### src/rtl/tmr_cc_pkg.sv
package tmr_cc_pkg;
   localparam int ADDR_W = 3;
   localparam logic [ADDR_W-1:0] ADDR_CTRL = 3'd0;
   localparam logic [ADDR_W-1:0] ADDR_STAT = 3'd1;
   localparam logic [ADDR_W-1:0] ADDR_CNT  = 3'd2;
   localparam logic [ADDR_W-1:0] ADDR_GRB  = 3'd3;
   localparam logic [ADDR_W-1:0] ADDR_GRC  = 3'd4;

   // bit 0 = mode B, bit 1 = mode C, bit 2 = enable B, bit 3 = enable C
   typedef struct packed {
      logic ien_c;
      logic ien_b;
      logic mode_c;
      logic mode_b;
   } ctrl_t;
endpackage

### src/rtl/tmr_cc_edge.sv
module tmr_cc_edge #(
   parameter int SYNC_STAGES = 2
) (
   input  logic clk,
   input  logic rst_n,
   input  logic din,
   output logic rise
);
   logic [SYNC_STAGES:0] sh_q;

   initial begin
      if (SYNC_STAGES < 2) $fatal(1, "tmr_cc_edge: SYNC_STAGES must be at least 2");
   end

   always_ff @(posedge clk or negedge rst_n) begin
      if (!rst_n) sh_q <= '0;
      else        sh_q <= {sh_q[SYNC_STAGES-1:0], din};
   end

   assign rise = sh_q[SYNC_STAGES-1] & ~sh_q[SYNC_STAGES];
endmodule

### src/rtl/tmr_cc_res.sv
module tmr_cc_res #(
   parameter int CNT_W = 16
) (
   input  logic             clk,
   input  logic             rst_n,
   input  logic [CNT_W-1:0] cnt,
   input  logic             mode_cap,
   input  logic             cap_rise,
   input  logic             gr_wr,
   input  logic [CNT_W-1:0] wdata,
   input  logic             st_rd,
   input  logic             st_wr,
   input  logic             st_bit,
   output logic [CNT_W-1:0] gr,
   output logic             flag
);
   logic arm_q;
   logic set_ev;

   assign set_ev = mode_cap ? cap_rise : (cnt == gr);

   always_ff @(posedge clk or negedge rst_n) begin
      if (!rst_n) begin
         gr    <= '0;
         flag  <= 1'b0;
         arm_q <= 1'b0;
      end else begin
         if (mode_cap && cap_rise) gr <= cnt;
         else if (gr_wr)           gr <= wdata;

         if (set_ev)                          flag <= 1'b1;
         else if (st_wr && arm_q && !st_bit)  flag <= 1'b0;

         if (st_wr)              arm_q <= 1'b0;
         else if (st_rd && flag) arm_q <= 1'b1;
      end
   end
endmodule

### src/rtl/tmr_cc_flags.sv
module tmr_cc_flags
   import tmr_cc_pkg::*;
#(
   parameter int CNT_W       = 16,
   parameter bit HAS_C       = 1'b1,
   parameter int SYNC_STAGES = 2
) (
   input  logic             clk,
   input  logic             rst_n,
   input  logic             cap_b_in,
   input  logic             cap_c_in,
   input  logic             bus_sel,
   input  logic             bus_wr,
   input  logic [2:0]       bus_addr,
   input  logic [CNT_W-1:0] bus_wdata,
   output logic [CNT_W-1:0] bus_rdata,
   output logic             irq
);
   localparam logic [3:0] CTRL_MASK = HAS_C ? 4'hF : 4'h5;

   initial begin
      if (CNT_W < 8)  $fatal(1, "tmr_cc_flags: CNT_W must be at least 8");
      if (CNT_W > 32) $fatal(1, "tmr_cc_flags: CNT_W must not exceed 32");
   end

   logic             rd_en, wr_en, st_rd, st_wr;
   logic [CNT_W-1:0] cnt_q;
   ctrl_t            ctrl_q;
   logic [CNT_W-1:0] gr_b, gr_c;
   logic             flag_b, flag_c;
   logic             rise_b;

   assign rd_en = bus_sel & ~bus_wr;
   assign wr_en = bus_sel &  bus_wr;
   assign st_rd = rd_en && (bus_addr == ADDR_STAT);
   assign st_wr = wr_en && (bus_addr == ADDR_STAT);

   always_ff @(posedge clk or negedge rst_n) begin
      if (!rst_n) begin
         cnt_q  <= '0;
         ctrl_q <= '0;
      end else begin
         if (wr_en && bus_addr == ADDR_CNT) cnt_q <= bus_wdata;
         else                               cnt_q <= cnt_q + 1'b1;
         if (wr_en && bus_addr == ADDR_CTRL)
            ctrl_q <= ctrl_t'(bus_wdata[3:0] & CTRL_MASK);
      end
   end

   tmr_cc_edge #(.SYNC_STAGES(SYNC_STAGES)) u_edge_b (
      .clk(clk), .rst_n(rst_n), .din(cap_b_in), .rise(rise_b)
   );

   tmr_cc_res #(.CNT_W(CNT_W)) u_res_b (
      .clk(clk), .rst_n(rst_n), .cnt(cnt_q),
      .mode_cap(ctrl_q.mode_b), .cap_rise(rise_b),
      .gr_wr(wr_en && bus_addr == ADDR_GRB), .wdata(bus_wdata),
      .st_rd(st_rd), .st_wr(st_wr), .st_bit(bus_wdata[0]),
      .gr(gr_b), .flag(flag_b)
   );

   generate
      if (HAS_C) begin : g_c
         logic rise_c;
         tmr_cc_edge #(.SYNC_STAGES(SYNC_STAGES)) u_edge_c (
            .clk(clk), .rst_n(rst_n), .din(cap_c_in), .rise(rise_c)
         );
         tmr_cc_res #(.CNT_W(CNT_W)) u_res_c (
            .clk(clk), .rst_n(rst_n), .cnt(cnt_q),
            .mode_cap(ctrl_q.mode_c), .cap_rise(rise_c),
            .gr_wr(wr_en && bus_addr == ADDR_GRC), .wdata(bus_wdata),
            .st_rd(st_rd), .st_wr(st_wr), .st_bit(bus_wdata[1]),
            .gr(gr_c), .flag(flag_c)
         );
      end else begin : g_no_c
         assign gr_c   = '0;
         assign flag_c = 1'b0;
      end
   endgenerate

   always_comb begin
      bus_rdata = '0;
      if (rd_en) begin
         case (bus_addr)
            ADDR_CTRL: bus_rdata[3:0] = ctrl_q;
            ADDR_STAT: bus_rdata[1:0] = {flag_c, flag_b};
            ADDR_CNT:  bus_rdata      = cnt_q;
            ADDR_GRB:  bus_rdata      = gr_b;
            ADDR_GRC:  bus_rdata      = gr_c;
            default:   bus_rdata      = '0;
         endcase
      end
   end

   assign irq = (flag_b & ctrl_q.ien_b) | (flag_c & ctrl_q.ien_c);
endmodule

### config.mk
export PLATFORM = sky130hd
export DESIGN_NAME = tmr_cc_flags
export DESIGN_NICKNAME = d
export VERILOG_FILES = /design/src/rtl/tmr_cc_pkg.sv /design/src/rtl/tmr_cc_edge.sv /design/src/rtl/tmr_cc_res.sv /design/src/rtl/tmr_cc_flags.sv
export SDC_FILE = /design/constraint.sdc
export NUM_CORES = 1
export LEC_CHECK = 0
export BUFFER_PORTS_ARGS = -buffer_cell sky130_fd_sc_hd__buf_2
export CORE_UTILIZATION = 40
export DETAILED_ROUTE_END_ITERATION = 8
export HOLD_SLACK_MARGIN = 0.03
export MAX_ROUTING_LAYER = met4
export PLACE_DENSITY_LB_ADDON = 0.12
export SETUP_SLACK_MARGIN = 0.5
export SYNTH_ARGS = -nofsm -noshare
export SYNTH_HDL_FRONTEND = slang
export SYNTH_SLANG_ARGS = --single-unit
### constraint.sdc
create_clock -name clk -period 4.25 [get_ports clk]
set_input_delay 1.0625 -clock clk [delete_from_list [all_inputs] [get_ports clk]]
set_output_delay 1.0625 -clock clk [all_outputs]
set_load 0.02 [all_outputs]
After elaboration in Yosys (flattened, before gate mapping) --
Cells that the tools add are included.
Word-level totals: bits in registers 62, latch bits 0, RAM bits 0, bits in read-only memories 0, input bits 25, output and inout bits 17, word-level logic and storage cells 72, memories kept 0
Operators by class: add/subtract/negate cells 1, $mul 0, divide/modulo/power cells 0, $lt $le $gt $ge 0, equality and inequality tests 6, shift-type cells 0, multiplexer cells 19, bitwise logic cells 10, reduce and logical (&&, ||, !) cells 23
Operators by type and width (count):
- $mux W16 | 6
- $pmux W12 S3 | 1
- $eq A16 B16 Y1 | 2
- $add A16 B1 Y16 const B | 1
- $logic_and A1 B1 Y1 | 14
- $reduce_bool A2 Y1 | 6
- $mux W1 | 10
- $pmux W2 S5 | 1
- $pmux W2 S4 | 1
- $and A1 B1 Y1 | 6
- $eq A3 B2 Y1 const B | 2
- $eq A3 B1 Y1 const B | 1
- $eq A3 B3 Y1 const B | 1
- $logic_not A3 Y1 | 1
- $not A1 Y1 | 3
- $logic_not A1 Y1 | 2
- $or A1 B1 Y1 | 1

Longest topological paths before layout --
Gate-level depths: netlist of the first run.
depth in word-level cells 6, gate-level depth with buffers 7, mapped depth without buffers 5

Hierarchy --
Synthesis of the first run repeated with hierarchy kept, for this count alone.
Second synthesis, totals: cell total of the unflattened synthesis 397, area, all modules 3763.6 um^2
By module, submodules not included:
- tmr_cc_res | times used 2, cells an instance 99, area an instance 1011.0 um^2
- tmr_cc_flags | times used 1, cells an instance 191, area an instance 1564.0 um^2
- tmr_cc_edge | times used 2, cells an instance 4, area an instance 88.8 um^2

Worst setup path before layout of the first run --
OpenSTA, ideal clock, no wires.
path kind input to output, start point input port bus_addr[0], end point output port bus_rdata[10], arrival 2.248 ns, data required time 3.188 ns, setup slack 0.939 ns, cell stages on the path 6, cells stage by stage buf_2 clkbuf_1 and2_1 buf_2 a2bb2oi_1 nor2_1
Between the ends: word-level cells in the longest chain between the ends 3
Ends and longest elaborated chain:
- start, declared | RTL line tmr_cc_flags.sv:14 | input logic [2:0] bus_addr,
- $eq A3 B3 Y1 / $eq A3 B2 Y1 (equally long branches) | RTL line tmr_cc_flags.sv:84 | case (bus_addr)
- $pmux W12 S3 * | RTL line tmr_cc_flags.sv:84
- $mux W16 * | RTL line tmr_cc_flags.sv:83 | if (rd_en) begin
- end, declared | RTL line tmr_cc_flags.sv:16 | output logic [CNT_W-1:0] bus_rdata,
Mark *: on every way between the ends. The rest lies on a longest branch, timed or not.

Worst setup path in the final report of the first run --
start point input port bus_addr[2], end point output port bus_rdata[13]
The elaborated chain is that of the path after synthesis.

==> key figures, run 1 <==
Timing
  • Worst hold slack: 353.5 ps
  • Setup Viol. Count Final: 0
  • Fin crit period: 3532 ps
  • Final worst-path setup slack: 718.0 ps
  • Fin crit share: 83.11%
  • RSZ-0062 raised after global routing: false
  • Worst Tran Pin Value: 1014 ps
  • Rel. slew slack: 32.39%
  • Clock Skews: 13.18 ps
  • Setup TNS: 0 ps
  • Fin. Hold Viols: 0
  • Fmax: 283.1 MHz
  • Max Slew Vio Count: 0

Global routing
  • GR Overflow Total: 0
  • First-pass GRT wire length: 15550 µm
  • Pin count of the biggest net entering global routing: 36
  • Overall Global Routing Usage: 21.80%
  • Vias in the first global route: 2808
  • Initial antenna violation count: 0

Power
  • P_int: 1.307 mW
  • Sw frac: 40.56%
  • Net Sw Power: 892.1 µW
  • Reg power frac: 50.0%
  • P_leak: 1.749 nW
  • Maximum vdd ir drop: 0.2806 mV
  • Gate power share: 30.1%
  • PD cells: 532.7 nW/µm²
  • Tot Pwr: 2.199 mW
  • Power share of the clock group: 19.9%

Synthesis
  • Register area share after synthesis: 41.31%
  • Post-synthesis mux area share: 9.860%
  • Ys async rst share: 100.0%
  • Yosys top cell area share: 41.31%
  • Largest area contributor in the netlist: dfrtp_1
  • Post-Synth Simple-Gate Area: 16.26%
  • Top post-synthesis cells by count: dfrtp_1 (62), nand2_1 (52), o21ai_0 (41)
  • Post-Syn Area per Cell: 9.251 µm²
  • Post-synthesis xor/xnor area fraction: 10.73%
  • Yosys cell types: 44
  • Most frequent cell after synthesis: dfrtp_1
  • Ys flop type: dfrtp_1
  • Yosys warning count: 0
  • Register bit count reported by yosys: 62
  • Synthesized cell area: 3756 µm²
  • Syn_nets: 432
  • Cells after Synth: 406
  • Top post-synthesis cells by area: dfrtp_1 (41%), xor2_1 (7.7%), mux2i_1 (7.5%)
  • Adder-cell area share of the yosys netlist: 0.3331%
  • Post-synthesis compound-gate area fraction: 15.72%
  • Main combinational cell family by area after synthesis: simple AND/OR/NAND/NOR gates
  • EDFF count, synth: 0

Floorplanning
  • Die Y: 98.91 µm
  • Die Wd: 98.91 µm
  • FP Rows: 34
  • Die ar.: 9782 µm²
  • Starting Density: 42.25%
  • Ports: 42
  • Core area: 8891 µm²

Clock tree
  • H-tree depth: 3
  • Clk buf depth: 2
  • Setup bufs post-CTS: 0
  • Worst skew pair latency: 340 ps
  • Num Clock Sinks: 62
  • Clock transition at the registers of the reported paths: 60 ps
  • CTS tree: built
  • PostCTS Resize Cnt: 0
  • Num CTS Buffers: 9
  • CTS Hold Buffers Added: 0
  • Clock Tree Root: clkbuf_8

Critical path
  • Setup crit end kind: output port
  • CP Class: in2out
  • Critical path buffers and inverters: 3
  • Crit path max fanout: 11
  • Worst EP required: 3190 ps
  • Cell Chain, Critical Path: buf_2, and2b_2, and2_1, buf_4, a2bb2oi_1, nor2_1, buf_2
  • CP top delay family: simple AND/OR/NAND/NOR gates
  • Crit-path slowest cell: and2b_2
  • Worst Path Arrival: 2470 ps
  • Most used cell, CP: buf_2
  • CP max stage delay: 370 ps
  • CP Launch Type: input pin

Route
  • Initial DRT Pass Iterations: 4
  • Via Count: 2981
  • Initial DRC Count: 160
  • Routed Antenna Nets: 0
  • Final wirelength: 9874 µm
  • DR WL/cell: 18.29 µm
  • DRC violations left: 0
  • Vias per cell: 5.520

Cells and area
  • Inserted Diodes: 0
  • Layout cells sized above 1: 18.06%
  • Post-Layout Cell Count: 540
  • Synth-to-Final Area Change: 9.927%
  • Nets: 454

Run
  • Max-cap violations: 0

Placement
  • I/O Buffers: 41
  • Cell count after placement: 525
  • HPWL after DPL: 7126 µm
  • GP Congestion: 0.8787
  • Place WS: 720.0 ps

Worst hold path
  • Min-Delay Path Class: reg2reg

Status
  • Status: completed
==> kinds of logic (layout without fill, tap and decap cells) <==
| group | count (synthesis) | in the layout |
|---|---|---|
| compound gates | 94 | 94 |
| flops | 62 | 62 |
| fa+ha+maj | 1 | 1 |
| mux | 34 | 34 |
| xor+xnor | 46 | 46 |
| simple gates | 126 | 126 |
| buf+inv | 43 | 69 |
==> per-stage QoR <==
step / util [%] / instance area [µm²]
finish: 46.44 / 4129
global route: 46.44 / 4129
CTS: 46.44 / 4129
detailed placement: 44.68 / 3973
global placement: 44.68 / 3973
floorplan: - / 3756
==> worst reg2reg max path, cell delays in order (launching register included) <==
cell and delay, ps:
dfrtp_1 450, and3b_1 870, a41oi_2 50, buf_4 300, nand2_1 100, o21ai_0 80
==> routing by layer <==
layer / part of all wire (%) / GRT usage [%]
met5: 0 / -
met4: 0.96 / 6.659
met3: 4.2 / 2.908
met2: 48 / 34.05
met1: 47 / 29.49
==> registers in the layout, indices dropped and copies added (netlist names) <==
name,count
cnt_q,16
ctrl_q,4
g_c.u_edge_c.sh_q,3
g_c.u_res_c.arm_q,1
g_c.u_res_c.flag,1
g_c.u_res_c.gr,16
u_edge_b.sh_q,3
u_res_b.arm_q,1
u_res_b.flag,1
u_res_b.gr,16
==> layout by cell type, fill, tap and decap left out, drive strengths merged, types with 3 or more instances in the layout <==
| cell type | count |
|---|---|
| xor2 | 33 |
| xnor2 | 13 |
| nand4 | 5 |
| buf | 51 |
| nand2 | 52 |
| nor4 | 10 |
| dfrtp | 62 |
| clkbuf | 11 |
| nor2 | 29 |
| mux2i | 28 |
| inv | 3 |
| a22oi | 12 |
| mux2 | 4 |
| nand3 | 8 |
| nor2b | 3 |
| nor3 | 6 |
| a2bb2oi | 14 |
| o21ai | 44 |
| a21oi | 15 |
==> cell type report <==
class                   count  area, µm²
inverters                   3      11.26
clock buffers              11      131.4
well taps                 108      135.1
multi-input cells         301       1994
flip-flops and latches     62       1551
clock inverters             4      25.02
fillers                   889       4762
repair buffers             51      280.3
==> power groups by stage <==
| stage | logic (mW) | registers, mW | clock network (mW) |
|---|---|---|---|
| after floorplan | 0.684 | 0.897 | 0 |
| after global placement | 0.659 | 1.10 | 0 |
| after detailed placement | 0.662 | 1.11 | 0 |
| after CTS | 0.667 | 1.10 | 0.452 |
| after global routing | 0.744 | 1.13 | 0.478 |
| final | 0.662 | 1.10 | 0.437 |
==> worst paths after layout <==
path,endpoint,depth (start not counted),start,slack [ps]
max,bus_rdata[13],7,bus_addr[2],720
min,u_edge_b.sh_q[1]$_DFF_PN0_,0,u_edge_b.sh_q[0]$_DFF_PN0_,350
max reg2reg,u_res_b.gr[2]$_DFFE_PN0P_,5,ctrl_q[0]$_DFFE_PN0P_,2260
min reg2reg,u_edge_b.sh_q[1]$_DFF_PN0_,0,u_edge_b.sh_q[0]$_DFF_PN0_,350
max in group asynchronous,g_c.u_res_c.gr[0]$_DFFE_PN0P_,2,rst_n,2540
min in group asynchronous,cnt_q[9]$_DFF_PN0_,1,rst_n,800
No activity file was read; power rests on OpenSTA's default activity.
==> run 2, diff against run 1 <==
ABC_AREA = 1   (was not set)
clock period = 3.6 ns   (was 4.25 ns; I/O delays follow)
==> run 2 against run 1 <==
Cell count increased by 37%. Die area rose by 4.7%. Area after synthesis grew 4.8%. Critical path depth stayed put. Critical path type unchanged. Largest cell class unchanged.
==> key figures, run 2 <==
Status
  • Status: completed

Floorplanning
  • Die ar.: 10240 µm² (+4.7%)
  • Die Wd: 101.2 µm (+2.3%)
  • Ports: 42 (unchanged)
  • Die Y: 101.2 µm (+2.3%)
  • Starting Density: 41.99% (-0.26 points)
  • Core area: 9371 µm² (+5.4%)
  • FP Rows: 35 (+2.9%)

Global routing
  • GR Overflow Total: 0 (unchanged)
  • M2 GR Usage: 38.83% (+4.8 points)
  • Initial antenna violation count: 0 (unchanged)
  • First-pass GRT wire length: 19230 µm (+24%)
  • Pin count of the biggest net entering global routing: 36 (unchanged)
  • Gr busiest metal: met2
  • Vias in the first global route: 3654 (+30%)
  • GR Util met3: 4.279% (+1.4 points)
  • Met1 usage: 35.81% (+6.3 points)
  • Overall Global Routing Usage: 25.73% (+3.9 points)

Clock tree
  • Clock Tree Root: clkbuf_8
  • PostCTS Resize Cnt: 0 (unchanged)
  • Clk buf depth: 2 (unchanged)
  • Clock transition at the registers of the reported paths: 60 ps (about the same)
  • CTS Hold Buffers Added: 0 (unchanged)
  • Num CTS Buffers: 9 (unchanged)
  • CTS tree: built
  • Worst skew pair latency: 340 ps (about the same)
  • Num Clock Sinks: 62 (unchanged)
  • H-tree depth: 3 (unchanged)
  • Setup bufs post-CTS: 0 (unchanged)

Synthesis
  • Top post-synthesis cells by count: nand2_1 (194), inv_1 (66), o21ai_0 (66)
  • Yosys cell types: 35 (-20%)
  • Ys flop type: dfrtp_1
  • Yosys warning count: 0 (unchanged)
  • Largest area contributor in the netlist: dfrtp_1
  • Yosys top cell area share: 39.43% (-1.9 points)
  • Most frequent cell after synthesis: nand2_1
  • EDFF count, synth: 0 (unchanged)
  • Synthesized cell area: 3935 µm² (+4.8%)
  • Cells after Synth: 573 (+41%)
  • Syn_nets: 599 (+39%)
  • Top post-synthesis cells by area: dfrtp_1 (39%), nand2_1 (19%), o21ai_0 (8.4%)
  • Register bit count reported by yosys: 62 (unchanged)
  • Post-Syn Area per Cell: 6.867 µm² (-26%)
  • Register area share after synthesis: 39.43% (-1.9 points)
  • Ys async rst share: 100.0% (unchanged)

Timing
  • RSZ-0062 raised after global routing: false
  • Fin. Hold Viols: 0 (unchanged)
  • Clock Skews: 9.096 ps (-4.084 ps)
  • Fin crit period: 2956 ps
  • Final worst-path setup slack: 644.4 ps (-73.60 ps)
  • Fin crit share: 82.10%
  • Rel. slew slack: 38.95% (+6.6 points)
  • Max Slew Vio Count: 0 (unchanged)
  • Fmax: 338.3 MHz
  • Worst Tran Pin Value: 915.8 ps (-98.38 ps)
  • Setup Viol. Count Final: 0 (unchanged)
  • Setup TNS: 0 ps (unchanged)

Route
  • Final wirelength: 11550 µm (+17%)
  • Routed Antenna Nets: 0 (unchanged)
  • DR WL/cell: 15.61 µm (-15%)
  • Vias per cell: 5.109 (-7.4%)
  • Initial DRC Count: 263 (+64%)
  • Via Count: 3781 (+27%)
  • DRC violations left: 0 (unchanged)
  • Initial DRT Pass Iterations: 5 (+1)

Critical path
  • Worst EP required: 2700 ps (-490 ps)
  • Worst Path Arrival: 2060 ps (-410 ps)
  • Reg2Reg Setup Slack: 1550 ps (-710 ps)
  • Crit path max fanout: 12 (+1)
  • Crit Reg-Reg Startpoint: ctrl_q[1]$_DFFE_PN0P_
  • R2R Path End: g_c.u_res_c.gr[3]$_DFFE_PN0P_
  • R2R cell count: 6 (+1)
  • CP Class: in2out
  • CP Launch Type: input pin
  • Setup crit end kind: output port

Worst hold path
  • Hold path depth: 0 (unchanged)
  • Worst hold start: g_c.u_edge_c.sh_q[0]$_DFF_PN0_
  • Min-Delay Path Class: reg2reg
  • Hold Path Sink: g_c.u_edge_c.sh_q[1]$_DFF_PN0_

Cells and area
  • Nets: 633 (+39%)
  • Layout cells sized above 1: 11.95% (-6.1 points)
  • Inserted Diodes: 0 (unchanged)
  • Biggest regs: cnt_q (16), g_c.u_res_c.gr (16), u_res_b.gr (16)
  • Final core utilization: 46.40% (about the same)
  • Commonest non-fill, non-tap cell in the layout: nand2_1
  • Synth-to-Final Area Change: 10.49%
  • Most frequent cells in the layout: nand2_1 (194), inv_1 (66), o21ai_0 (66)

Power
  • PD cells: 610.8 nW/µm² (+15%)
  • Maximum vdd ir drop: 0.2087 mV (-26%)
  • Tot Pwr: 2.656 mW (+21%)
  • P_leak: 2.189 nW (+25%)

Placement
  • I/O Buffers: 41 (unchanged)
  • HPWL after DPL: 7924 µm (+11%)
  • Place WS: 664.5 ps (-55.44 ps)
  • GP Congestion: 0.8440 (-3.9%)

Run
  • Max-cap violations: 0 (unchanged)
[run 2: how the worst max path moves through the flow]
stage	start	to	slack, ps	cells past startpoint
after floorplan	bus_addr[2]	bus_rdata[0]	950	6
after global placement	bus_addr[2]	bus_rdata[5]	690	7
after detailed placement	bus_addr[2]	bus_rdata[5]	660	7
after CTS	bus_addr[2]	bus_rdata[5]	660	7
after global routing	bus_addr[2]	bus_rdata[7]	540	7
final	bus_addr[2]	bus_rdata[5]	640	7
[run 2: routing by layer]
metal,part of all wire [%],wire length (µm)
met5,0,0
met4,0.87,101
met3,6.4,735
met2,45,5185
met1,48,5528
[run 2: layout make-up]
| type | count | area, µm² |
|---|---|---|
| fillers | 999 | 5024 |
| well taps | 129 | 161.4 |
| flip-flops and latches | 62 | 1551 |
| inverters | 71 | 269.0 |
| multi-input cells | 418 | 1963 |
| repair buffers | 45 | 235.2 |
| clock buffers | 14 | 162.7 |
| clock inverters | 1 | 5.005 |
[run 2: kinds of logic after synthesis]
kind of cell / count (synthesis) / synth area share, %
simple gates: 287 / 30.18
buf+inv: 93 / 10.68
xor+xnor: 8 / 1.780
compound gates: 122 / 17.62
fa+ha+maj: 1 / 0.3179
flops: 62 / 39.43
[run 2: stage by stage]
step	std cells	area [µm²]	hold slack [ps]
global route	740	4348	375.9
floorplan	573	3935	331.2
detailed placement	725	4180	341.0
finish	740	4348	359.5
global placement	725	4180	338.2
CTS	740	4348	364.8
[run 2: report_power, final]
| part | leakage, nW | internal (mW) | switching [mW] |
|---|---|---|---|
| clock | 0.0865 | 0.284 | 0.274 |
| sequential | 0.752 | 0.916 | 0.236 |
| combinational | 1.35 | 0.329 | 0.617 |
[run 2: worst max-delay path, stage by stage]
cell     delay (ps)
buf_2           130
inv_2           100
nand3_2         200
inv_2           310
a21oi_1         120
nor2_1          120
buf_2           180
==> run 3, diff against run 2 <==
ABC_AREA = 0   (was 1)
clock period = 3 ns   (was 3.6 ns; I/O delays follow)
==> run 3 against run 2 <==
Routed wire length is 8.2% lower. Design area is 9.0% higher. Utilization is 6.9 points higher. Clock-buffer cell count is 2 lower. Worst setup slack worse by 230 ps. Sequential power is 37% higher. Combinational power is 13% higher. Die area is 4.5% lower.
==> key figures, run 3 (same netlist as run 1, synthesis figures left out) <==
Timing
  • Clock Skews: 12.71 ps (+3.619 ps)
  • Fin crit period: 2581 ps
  • Setup Viol. Count Final: 0 (unchanged)
  • Setup TNS: 0 ps (unchanged)
  • RSZ-0062 raised after global routing: true
  • Worst hold slack: 352.2 ps (-7.328 ps)
  • Fin. Hold Viols: 0 (unchanged)
  • Max Slew Vio Count: 0 (unchanged)
  • Final worst-path setup slack: 419.3 ps (-225.0 ps)
  • Worst Tran Pin Value: 615.6 ps (-300.2 ps)
  • Rel. slew slack: 58.62% (+20 points)
  • Fin crit share: 86.02%
  • Fmax: 387.5 MHz

Run
  • Max-cap violations: 0 (unchanged)

Worst hold path
  • Min-Delay Path Class: reg2reg
  • Hold path depth: 0 (unchanged)
  • Hold Path Sink: u_edge_b.sh_q[1]$_DFF_PN0_
  • Worst hold start: u_edge_b.sh_q[0]$_DFF_PN0_

Critical path
  • CP Class: in2out
  • Critical path buffers and inverters: 4 (unchanged)
  • Reg2Reg Setup Slack: 1100 ps (-450 ps)
  • Most used cell, CP: buf_4
  • CP Launch Type: input pin
  • R2R cell count: 5 (-1)
  • R2R Path End: cnt_q[14]$_DFF_PN0_
  • Worst EP required: 2250 ps (-450 ps)
  • CP max stage delay: 300 ps (about the same)
  • Crit Reg-Reg Startpoint: cnt_q[1]$_DFF_PN0_
  • Cell Chain, Critical Path: buf_6, and2b_4, buf_4, o21bai_4, buf_12, nor2_2, buf_4
  • Worst Path Arrival: 1830 ps (-230 ps)
  • Crit path max fanout: 8 (-4)
  • CP top delay family: buffers and inverters
  • Crit-path slowest cell: and2b_4
  • Setup crit end kind: output port

Route
  • Initial DRT Pass Iterations: 5 (unchanged)
  • DR WL/cell: 19.07 µm (+22%)
  • Via Count: 3144 (-17%)
  • DRC violations left: 0 (unchanged)
  • Met3 wire length: 476 µm (-35%)
  • Initial DRC Count: 145 (-45%)
  • Met2 WL post-DR: 4898 µm (-5.5%)
  • Final wirelength: 10600 µm (-8.2%)
  • Max layer used: met4
  • Routed Antenna Nets: 0 (unchanged)
  • Vias per cell: 5.655 (+11%)
  • Met1 wire length: 5032 µm (-9.0%)

Floorplanning
  • FP Rows: 34 (-2.9%)
  • Core area: 8891 µm² (-5.1%)
  • Starting Density: 42.25% (+0.26 points)
  • Die Wd: 98.91 µm (-2.3%)
  • Die ar.: 9782 µm² (-4.5%)
  • Die Y: 98.91 µm (-2.3%)
  • Ports: 42 (unchanged)

Power
  • Maximum vdd ir drop: 0.3393 mV (+63%)
  • P_leak: 1.933 nW (-12%)
  • PD cells: 724.0 nW/µm² (+19%)
  • Tot Pwr: 3.431 mW (+29%)

Clock tree
  • Num CTS Buffers: 9 (unchanged)
  • Worst skew pair latency: 340 ps (about the same)
  • CTS Hold Buffers Added: 0 (unchanged)
  • CTS tree: built
  • H-tree depth: 3 (unchanged)
  • Clk buf depth: 2 (unchanged)
  • Clock Tree Root: clkbuf_8
  • Num Clock Sinks: 62 (unchanged)
  • Clock transition at the registers of the reported paths: 70 ps (about the same)

Placement
  • HPWL after DPL: 7110 µm (-10%)
  • GP Congestion: 0.8230 (-2.5%)
  • I/O Buffers: 41 (unchanged)
  • Place WS: 280.7 ps (-383.9 ps)
  • Cell count after placement: 529 (-27%)

Global routing
  • Initial antenna violation count: 0 (unchanged)
  • Pin count of the biggest net entering global routing: 63 (+75%)
  • GR Overflow Total: 0 (unchanged)
  • Overall Global Routing Usage: 24.31% (-1.4 points)
  • Vias in the first global route: 3162 (-13%)
  • First-pass GRT wire length: 17460 µm (-9.2%)

Cells and area
  • Synth-to-Final Area Change: 26.15%
  • Commonest non-fill, non-tap cell in the layout: dfrtp_1
  • Inserted Diodes: 0 (unchanged)
  • Post-Layout Cell Count: 556 (-25%)
  • Number of filler cells placed in the layout: 834 (-17%)
  • Layout cells sized above 1: 31.25% (+19 points)
  • Biggest regs: cnt_q (16), g_c.u_res_c.gr (16), u_res_b.gr (16)
  • Nets: 470 (-26%)
  • Most frequent cells in the layout: dfrtp_1 (61), nand2_1 (52), o21ai_0 (41)
  • Sequential cell area: 1553 µm² (about the same)
  • Area occupied by multi-input gates: 2221 µm² (+13%)

Status
  • Status: completed
-- run 3: cell types whose count changed in the layout (fill, tap and decap cells not counted), moves of 18 or more --
cell	previous run	this run
buf_2	41	22
buf_6	0	18
inv_1	66	3
mux2i_1	0	28
nand2_1	194	52
nor2_1	53	15
o21ai_0	66	41
o22ai_1	19	0
xor2_1	4	33
-- run 3: per-stage QoR --
stage	utilization (%)	area (µm²)
2_1_floorplan	-	3902
3_3_place_gp	46.92	4172
6_report	53.29	4738
4_1_cts	52.63	4679
3_5_place_dp	46.92	4172
5_1_grt	53.29	4738
-- run 3: area by class of cell --
cell class | count | share of cell area (%)
Multi-Input combinational cell | 302 | 46.87
Sequential cell | 62 | 32.77
Inverter | 3 | 0.2377
Tap cell | 108 | 2.852
Timing Repair Buffer | 66 | 12.89
Clock inverter | 3 | 0.8978
Clock buffer | 12 | 3.486
-- run 3: worst max-delay path by stage --
stage	startpoint	endpoint	slack, ps	cells after the start
after global placement	bus_addr[1]	bus_rdata[13]	270	7
after floorplan	bus_addr[1]	bus_rdata[10]	490	7
after detailed placement	bus_addr[1]	bus_rdata[8]	280	7
after global routing	bus_addr[0]	bus_rdata[0]	380	6
after CTS	bus_addr[2]	bus_rdata[4]	430	7
final	bus_addr[2]	bus_rdata[4]	420	7
-- run 3: power by group --
part | internal, mW | total (mW) | switching, mW
logic | 0.531 | 1.07 | 0.540
registers | 1.11 | 1.57 | 0.463
clock network | 0.446 | 0.789 | 0.343
-- run 3: routing by layer --
metal  vias up  global-route usage, %
li1       1491                      -
met1      1548                  32.94
met2        89                  36.74
met3        16                  4.539
met4         0                  7.922
met5         -                      -
-- run 3: what timing repair did --
item,CTS,global route
gates cloned,2,0
setup endpoints to repair,15,16
hold endpoints to repair,0,0
gates resized for setup,52,15
pin swaps,20,14
setup buffers,9,1
